$ cat config.mk
export PLATFORM = sky130hd
export DESIGN_NAME = can_busoff_recovery
export DESIGN_NICKNAME = d
export VERILOG_FILES = /design/src/rtl/can_bor_pkg.sv /design/src/rtl/can_bor_run_cnt.sv /design/src/rtl/can_bor_seq_cnt.sv /design/src/rtl/can_bor_ctrl.sv /design/src/rtl/can_busoff_recovery.sv
export SDC_FILE = /design/constraint.sdc
export NUM_CORES = 1
export LEC_CHECK = 0
export BUFFER_PORTS_ARGS = -buffer_cell sky130_fd_sc_hd__buf_2
export CORE_MARGIN = 1.5
export CORE_UTILIZATION = 35
export DETAILED_ROUTE_END_ITERATION = 12
export GPL_TIMING_DRIVEN = 0
export PLACE_DENSITY = 0.55
export SETUP_SLACK_MARGIN = 0.1
export SKIP_CTS_REPAIR_TIMING = 1
export SYNTH_ARGS = -nofsm -noshare
export SYNTH_HDL_FRONTEND = slang
export SYNTH_SLANG_ARGS = --single-unit
$ cat constraint.sdc
create_clock -name clk_i -period 3.88 [get_ports clk_i]
set_input_delay 0.388 -clock clk_i [delete_from_list [all_inputs] [get_ports clk_i]]
set_output_delay 0.388 -clock clk_i [all_outputs]
set_load 0.005 [all_outputs]
$ cat src/rtl/can_bor_pkg.sv
package can_bor_pkg;
  typedef enum logic {
    POL_AUTO = 1'b0,
    POL_USER = 1'b1
  } bor_policy_e;
endpackage

$ cat src/rtl/can_bor_run_cnt.sv
module can_bor_run_cnt #(
  parameter int RUN_LEN = 11
) (
  input  logic clk_i,
  input  logic rst_ni,
  input  logic clear_i,
  input  logic active_i,
  input  logic bit_valid_i,
  input  logic bit_val_i,
  output logic occ_o
);
  localparam int RUN_W = $clog2(RUN_LEN);
  localparam logic [RUN_W-1:0] RUN_LAST = RUN_W'(RUN_LEN - 1);

  logic [RUN_W-1:0] run_q;
  logic             strobe;

  assign strobe = active_i && bit_valid_i && !clear_i;
  assign occ_o  = strobe && bit_val_i && (run_q == RUN_LAST);

  always_ff @(posedge clk_i or negedge rst_ni) begin
    if (!rst_ni)                 run_q <= '0;
    else if (clear_i)            run_q <= '0;
    else if (strobe) begin
      if (!bit_val_i || occ_o)   run_q <= '0;
      else                       run_q <= run_q + 1'b1;
    end
  end

  AST_RUN_BOUND: assert property (@(posedge clk_i) disable iff (!rst_ni)
    run_q <= RUN_LAST) else $error("run out of range");
  AST_DOM_RESET: assert property (@(posedge clk_i) disable iff (!rst_ni)
    (active_i && bit_valid_i && !bit_val_i) |=> run_q == '0) else $error("dominant kept run");
endmodule

$ cat src/rtl/can_bor_seq_cnt.sv
module can_bor_seq_cnt #(
  parameter int SEQ_TARGET = 128
) (
  input  logic clk_i,
  input  logic rst_ni,
  input  logic clear_i,
  input  logic inc_i,
  output logic done_o
);
  localparam int SEQ_W = $clog2(SEQ_TARGET + 1);
  localparam logic [SEQ_W-1:0] SEQ_FULL = SEQ_W'(SEQ_TARGET);

  logic [SEQ_W-1:0] seq_q;

  assign done_o = (seq_q == SEQ_FULL);

  always_ff @(posedge clk_i or negedge rst_ni) begin
    if (!rst_ni)               seq_q <= '0;
    else if (clear_i)          seq_q <= '0;
    else if (inc_i && !done_o) seq_q <= seq_q + 1'b1;
  end

  AST_SEQ_BOUND: assert property (@(posedge clk_i) disable iff (!rst_ni)
    seq_q <= SEQ_FULL) else $error("sequence count overflow");
  AST_SEQ_CLEAR: assert property (@(posedge clk_i) disable iff (!rst_ni)
    clear_i |=> seq_q == '0) else $error("count not cleared");
endmodule

$ cat src/rtl/can_bor_ctrl.sv
module can_bor_ctrl
  import can_bor_pkg::*;
(
  input  logic clk_i,
  input  logic rst_ni,
  input  logic enter_i,
  input  logic user_mode_i,
  input  logic hold_clr_i,
  input  logic seq_done_i,
  output logic busoff_o,
  output logic hold_o,
  output logic recovered_o,
  output logic clear_o,
  output logic active_o
);
  bor_policy_e policy;
  logic        busoff_q, hold_q, rec_q, release_ok;

  assign policy     = bor_policy_e'(user_mode_i);
  assign release_ok = busoff_q && seq_done_i &&
                      ((policy == POL_AUTO) || !hold_q) && !enter_i;
  assign clear_o    = enter_i || release_ok;
  assign active_o   = busoff_q;

  always_ff @(posedge clk_i or negedge rst_ni) begin
    if (!rst_ni) begin
      busoff_q <= 1'b0;
      hold_q   <= 1'b0;
      rec_q    <= 1'b0;
    end else begin
      rec_q <= release_ok;
      if (enter_i) begin
        busoff_q <= 1'b1;
        hold_q   <= 1'b1;
      end else begin
        if (hold_clr_i) hold_q   <= 1'b0;
        if (release_ok) busoff_q <= 1'b0;
      end
    end
  end

  assign busoff_o    = busoff_q;
  assign hold_o      = hold_q;
  assign recovered_o = rec_q;

  AST_ENTRY_SETS: assert property (@(posedge clk_i) disable iff (!rst_ni)
    enter_i |=> busoff_o && hold_o) else $error("entry missed");
  AST_USER_GATE: assert property (@(posedge clk_i) disable iff (!rst_ni)
    (busoff_o && hold_o && user_mode_i) |=> busoff_o) else $error("released under hold");
  AST_REC_PULSE: assert property (@(posedge clk_i) disable iff (!rst_ni)
    recovered_o |=> !recovered_o) else $error("pulse too long");
  AST_REC_FALL: assert property (@(posedge clk_i) disable iff (!rst_ni)
    $fell(busoff_o) |-> recovered_o) else $error("fall without pulse");
endmodule

$ cat src/rtl/can_busoff_recovery.sv
module can_busoff_recovery #(
  parameter int RUN_LEN    = 11,
  parameter int SEQ_TARGET = 128
) (
  input  logic clk_i,
  input  logic rst_ni,
  input  logic bit_valid_i,
  input  logic bit_val_i,
  input  logic busoff_enter_i,
  input  logic user_mode_i,
  input  logic hold_clr_i,
  output logic busoff_o,
  output logic hold_o,
  output logic recovered_o
);
  logic clear, active, occ, seq_done;

  can_bor_ctrl u_ctrl (
    .clk_i       (clk_i),
    .rst_ni      (rst_ni),
    .enter_i     (busoff_enter_i),
    .user_mode_i (user_mode_i),
    .hold_clr_i  (hold_clr_i),
    .seq_done_i  (seq_done),
    .busoff_o    (busoff_o),
    .hold_o      (hold_o),
    .recovered_o (recovered_o),
    .clear_o     (clear),
    .active_o    (active)
  );

  can_bor_run_cnt #(.RUN_LEN(RUN_LEN)) u_run (
    .clk_i       (clk_i),
    .rst_ni      (rst_ni),
    .clear_i     (clear),
    .active_i    (active),
    .bit_valid_i (bit_valid_i),
    .bit_val_i   (bit_val_i),
    .occ_o       (occ)
  );

  can_bor_seq_cnt #(.SEQ_TARGET(SEQ_TARGET)) u_seq (
    .clk_i   (clk_i),
    .rst_ni  (rst_ni),
    .clear_i (clear),
    .inc_i   (occ),
    .done_o  (seq_done)
  );
endmodule

Yosys cells after proc, flatten, opt, wreduce, memory -nomap -nowiden:

Index checks and enable logic that the tools add are counted.

* input port bits: 7
* flip-flop bits (word level): 15

* reduce and logical (&&, ||, !) cells: 20
* mux-type cells: 9
* equal/unequal tests: 2
* add/subtract/negate cells: 2
* bitwise logic cells: 1

Operators by type and width (number)
* 8-bit 2-to-1 mux: 2
* 4-bit 2-to-1 mux: 3
* 8-bit by 1-bit adder with 8-bit output, second input constant: 1
* 8-bit == test, second input constant: 1
* 1-bit logical AND: 8
* 2-bit nonzero test: 4
* 1-bit zero test: 5
* 4-bit by 1-bit adder with 4-bit output, second input constant: 1
* 4-bit == test, second input constant: 1
* 1-bit 2-to-1 mux: 4
* 1-bit logical OR: 3
* 1-bit NOT: 1

Depth between registers and ports, before layout:

* depth after elaboration: 13
* depth in mapped cells: 6
* depth with buffers taken out: 6

By module:

From an unflattened synthesis, not the netlist that was laid out.

* cell total of the unflattened synthesis: 84
* area total of the unflattened synthesis: 814.5 um^2

Modules (own cells, without submodules)
* can_bor_seq_cnt: cells an instance 46, times used 1, area each 444.2 um^2
* can_bor_run_cnt: cells an instance 26, times used 1, area each 244.0 um^2
* can_bor_ctrl: cells an instance 12, times used 1, area each 126.4 um^2

Least setup slack after synthesis:

Ideal clock, no wire load.

* path type: register -> register
* from: register u_seq.seq_q[0]
* to: register u_seq.seq_q[3]
* setup time: 0.073 ns
* stages on the path, launching flop included: 7
* setup slack: 2.275 ns
* arrival: 1.532 ns
* data required time: 3.807 ns
* clock period less this slack: 1.605 ns
* path through: dfrtp_1 -> inv_1 -> ha_1 -> nor3b_1 -> a211o_1 -> or3_1 -> a21oi_2

* cells in the longest elaborated chain, start to end: 11
* elaborated cells between the ends (all ways): 15

RTL lines
* start, declared: line can_bor_seq_cnt.sv:13 `logic [SEQ_W-1:0] seq_q;`
* start signal, assigned: line can_bor_seq_cnt.sv:20 `else if (inc_i && !done_o) seq_q <= seq_q + 1'b1;`
* 8-bit == test: line can_bor_seq_cnt.sv:15 `assign done_o = (seq_q == SEQ_FULL);`
* 1-bit logical AND (2 in series): line can_bor_ctrl.sv:20 `assign release_ok = busoff_q && seq_done_i &&`
* 1-bit logical AND: line can_bor_ctrl.sv:21 `((policy == POL_AUTO) || !hold_q) && !enter_i;`
* 1-bit logical OR: line can_bor_ctrl.sv:22 `assign clear_o = enter_i || release_ok;`
* 1-bit zero test: line can_bor_run_cnt.sv:18 `assign strobe = active_i && bit_valid_i && !clear_i;`
* 1-bit logical AND: line can_bor_run_cnt.sv:18
* 1-bit logical AND (2 in series): line can_bor_run_cnt.sv:19 `assign occ_o = strobe && bit_val_i && (run_q == RUN_LAST);`
* 1-bit logical AND: line can_bor_seq_cnt.sv:20
* 2-bit nonzero test (no source line)

Several ways; a longest one is shown, not always the timed one. The select of a mux whose other input is x is not followed.
A chain may end at the register's enable or synchronous reset.

Worst setup path after layout:

* from: register u_run.run_q[0]
* to: register u_seq.seq_q[3]

* cells in the longest elaborated chain, start to end: 4

RTL lines
* start, declared: line can_bor_run_cnt.sv:15 `logic [RUN_W-1:0] run_q;`
* start signal, assigned: line can_bor_run_cnt.sv:26 `else run_q <= run_q + 1'b1;`
* 4-bit == test: line can_bor_run_cnt.sv:19
* 1-bit logical AND: line can_bor_run_cnt.sv:19
* 1-bit logical AND: line can_bor_seq_cnt.sv:20
* 2-bit nonzero test (no source line)

No other way between the ends.

==> results_tabular.tex <==
\begin{tabular}{lr}
\hline
Metric & Value \\
\hline
\multicolumn{2}{l}{\textbf{Setup path}} \\
Worst setup path class & reg2reg \\
Crit path largest cell delay & between 400 and 500 ps \\
Critical path startpoint category & flop \\
Kind of capture point of the worst setup path & flop \\
CP Data Arrival Time & 2050 ps \\
Crit path cell chain & inv\_1 -> ha\_1 -> nand3b\_1 -> a211o\_1 -> or3\_1 -> a21oi\_2 \\
Worst-path cell with the longest stage delay & dfrtp\_1 \\
Max FO, Critical Path & 8 \\
CP Data Required Time & 4100 ps \\
\multicolumn{2}{l}{\textbf{Placed design}} \\
Placed wire-length estimate after detailed placement & 1220 µm \\
Port-buffer cells & 9 \\
GP Congestion & between 0.7 and 0.8 \\
Cell Count Post-Placement & 126 \\
Placed inst area & 918 µm² \\
\multicolumn{2}{l}{\textbf{Job}} \\
Max cap viols & 0 \\
\multicolumn{2}{l}{\textbf{GRT}} \\
Antenna violations before repair & 0 \\
Overflow after GRT & 0 \\
Global-route usage over all layers & 15.6\% \\
Via count of the first global-routing pass & around 630 \\
First-pass GRT wire length & 2950 µm \\
Maximum number of pins on one net before global-route repair & 16 \\
\multicolumn{2}{l}{\textbf{STA}} \\
Setup skew after layout & 11.7 ps \\
Worst Max-Slew Pin Slew & 550 ps \\
Final Critical Period & 1830 ps \\
Sum of negative setup slack & 0 ps \\
Highest clock frequency the design can meet & 0.547 GHz \\
Hold violation count in the final report & 0 \\
Final setup violation count & 0 \\
Unrepaired setup endpoints after global routing & no \\
Worst slew slack as a fraction of its limit & 62.8\% \\
Ratio of final minimum period to clock period & 47.1\% \\
Max-slew violation count & 0 \\
\multicolumn{2}{l}{\textbf{Layout}} \\
Antenna diode count & 0 \\
Share of final-layout standard cells stronger than drive strength 1 & 18.4\% \\
Final std cell area, no fill & roughly 960 µm² \\
Final Non-Filler Cells & $\sim$130 \\
Synth-to-layout area growth & 14.0\% \\
Final-stage net count & 115 \\
\multicolumn{2}{l}{\textbf{Status}} \\
Run status & finished clean \\
\multicolumn{2}{l}{\textbf{Power and ir drop}} \\
Pwr Density & 282 nW/µm² \\
Leakage & 0.411 nW \\
VDD IR max & 0.198 mV \\
\multicolumn{2}{l}{\textbf{Logic synthesis}} \\
Flops \& latches, synth & 15 \\
Mean area per synthesized cell & around 9.4 µm² \\
Yosys warning count & 0 \\
Net Count, Synth & 100 \\
Synth Cell Area & 838 µm² \\
Sequential area share after synthesis & 44.8\% \\
Cells after synthesis & 89 \\
Unique cell type count in the Yosys netlist & 30 \\
\multicolumn{2}{l}{\textbf{Die}} \\
Placement Rows & 17 \\
Overall die area & roughly 2700 µm² \\
Die boundary width & 51.9 µm \\
Vertical die dimension & 51.9 µm \\
Core Box Area & 2230 µm² \\
Ports placed on the boundary & 10 \\
Starting Density & 37.5\% \\
\multicolumn{2}{l}{\textbf{CTS}} \\
CTS Buffer Depth & 2 \\
Clock transition at the register clock pins on the worst setup and hold paths after CTS & 100 ps \\
Total clock buffers created by CTS & 3 \\
Clock H-tree levels & 1 \\
Root Buffer Master & clkbuf\_4 \\
Clock latency at the later pin of the worst-skew pair & 290 ps \\
Clock sink count & 15 \\
CTS tree & yes \\
\multicolumn{2}{l}{\textbf{Min path}} \\
Path type of the worst min-delay path & in2reg \\
\multicolumn{2}{l}{\textbf{Routing}} \\
Starting DRT DRC Count & 12 \\
Drt total wl & 1670 µm \\
Number of iterations in the first detailed-routing pass & 4 \\
Detailed-route vias per instance & 5.20 \\
Vias & 681 \\
Routed wire per std cell & about 13 µm \\
Post-route ant nets & 0 \\
\# DRC & 0 \\
\hline
\end{tabular}
==> final cells by class <==
class	instances	area, µm²
fillers	232	1280
multi-input cells	65	425
flip-flops and latches	15	375
repair buffers	10	55.1
well taps	28	35.0
inverters	8	30.0
clock buffers	3	22.5
plain buffers	1	7.51
clock inverters	1	5.00
==> path summary, 6_finish.rpt <==
check	cells after the start	slack (ps)	end	startpoint
min in group asynchronous	2	510	u_run.run_q[0]	rst_ni
max in group asynchronous	2	3100	u_seq.seq_q[0]	rst_ni
max reg2reg	6	2050	u_seq.seq_q[3]	u_run.run_q[0]
min reg2reg	1	510	u_ctrl.hold_o	u_ctrl.hold_o
max	6	2050	u_seq.seq_q[3]	u_run.run_q[0]
min	2	310	u_ctrl.recovered_o	busoff_enter_i
==> metal layers <==
| metal | part of all wire, % | track usage [%] | vias to the layer above |
|---|---|---|---|
| li1 | - | - | 342 |
| met3 | 3.8 | 6.03 | 4 |
| met1 | 47 | 20.1 | 329 |
| met5 | 0 | 0 | - |
| met4 | 2.0 | 7.89 | 0 |
| met2 | 47 | 22.4 | 6 |
==> cell usage in the layout, fill, tap and decap left out, types with 2 or more instances in the layout <==
master     n
nor3_1     4
nor2_1     5
xnor2_1    3
nor4_1     2
dfrtp_1   15
and3_1     2
ha_1       4
buf_2      9
clkbuf_4   3
or3_1      4
nand3_1    5
nand2_1    9
a21oi_1    6
a21o_1     2
o21ai_0    4
inv_1      8
==> Yosys cell counts <==
cell type / count / share of area [%]
inv_1: 8 / 3.6
a21oi_1: 6 / 3.6
nand4_1: 1 / 0.75
nor3_1: 4 / 2.4
nand3_1: 5 / 3.0
o21ba_2: 1 / 1.2
a41o_2: 1 / 1.3
and2_1: 1 / 0.75
o31ai_1: 1 / 0.90
xnor2_1: 3 / 3.1
nand4b_4: 1 / 2.8
a21o_1: 2 / 1.8
or3_1: 4 / 3.0
a211oi_1: 1 / 0.90
nand2_1: 9 / 4.0
nor2_1: 5 / 2.2
a21oi_2: 1 / 1.0
nor3b_1: 1 / 0.90
ha_1: 4 / 6.0
a211o_1: 1 / 1.0
buf_4: 1 / 0.90
and3_1: 2 / 1.5
or4_1: 1 / 0.90
nor4_1: 2 / 1.5
nand3b_1: 1 / 0.90
o21ai_0: 4 / 2.4
dfrtp_1: 15 / 45
nor2b_1: 1 / 0.75
nor4b_1: 1 / 1.0
a21o_2: 1 / 1.0
==> worst max-delay path: cells and delay by family (launching register included) <==
family | cells | cell delay, ps
compound gates | 2 | 490
fa+ha+maj | 1 | 150
buf+inv | 1 | 70
flops | 1 | 440
simple gates | 2 | 610
==> registers in the layout, indices dropped and copies added (netlist names) <==
name,flops
u_ctrl.recovered_o,1
u_ctrl.hold_o,1
u_run.run_q,4
u_ctrl.active_o,1
u_seq.seq_q,8
==> where the power goes <==
group | switching, W | internal (W)
Combinational | 0.0000117 | 0.00000782
Clock | 0.0000521 | 0.0000384
Sequential | 0.00000146 | 0.000158
Total | 0.0000653 | 0.000204
==> stage by stage <==
| stage | total power (W) | hold slack (ps) | util [%] | worst slack (ps) |
|---|---|---|---|---|
| floorplan | 0.000171 | 92.4 | - | 2280 |
| global placement | 0.000182 | 316 | 41.1 | 2100 |
| detailed placement | 0.000182 | 321 | 41.1 | 2070 |
| CTS | 0.000276 | -12.9 | 42.4 | 2020 |
| global route | 0.000287 | 296 | 42.8 | 1930 |
| finish | 0.000269 | 306 | 42.8 | 2050 |
==> logic make-up after synthesis <==
| family | synth area share [%] |
|---|---|
| AO/OA/AOI/OAI | 15.2 |
| flip-flops | 44.8 |
| adder cells (fa/ha/maj) | 5.97 |
| AND/OR/NAND/NOR | 26.4 |
| XOR/XNOR | 3.13 |
| buffers and inverters | 4.48 |
No activity file was read; power rests on OpenSTA's default activity.
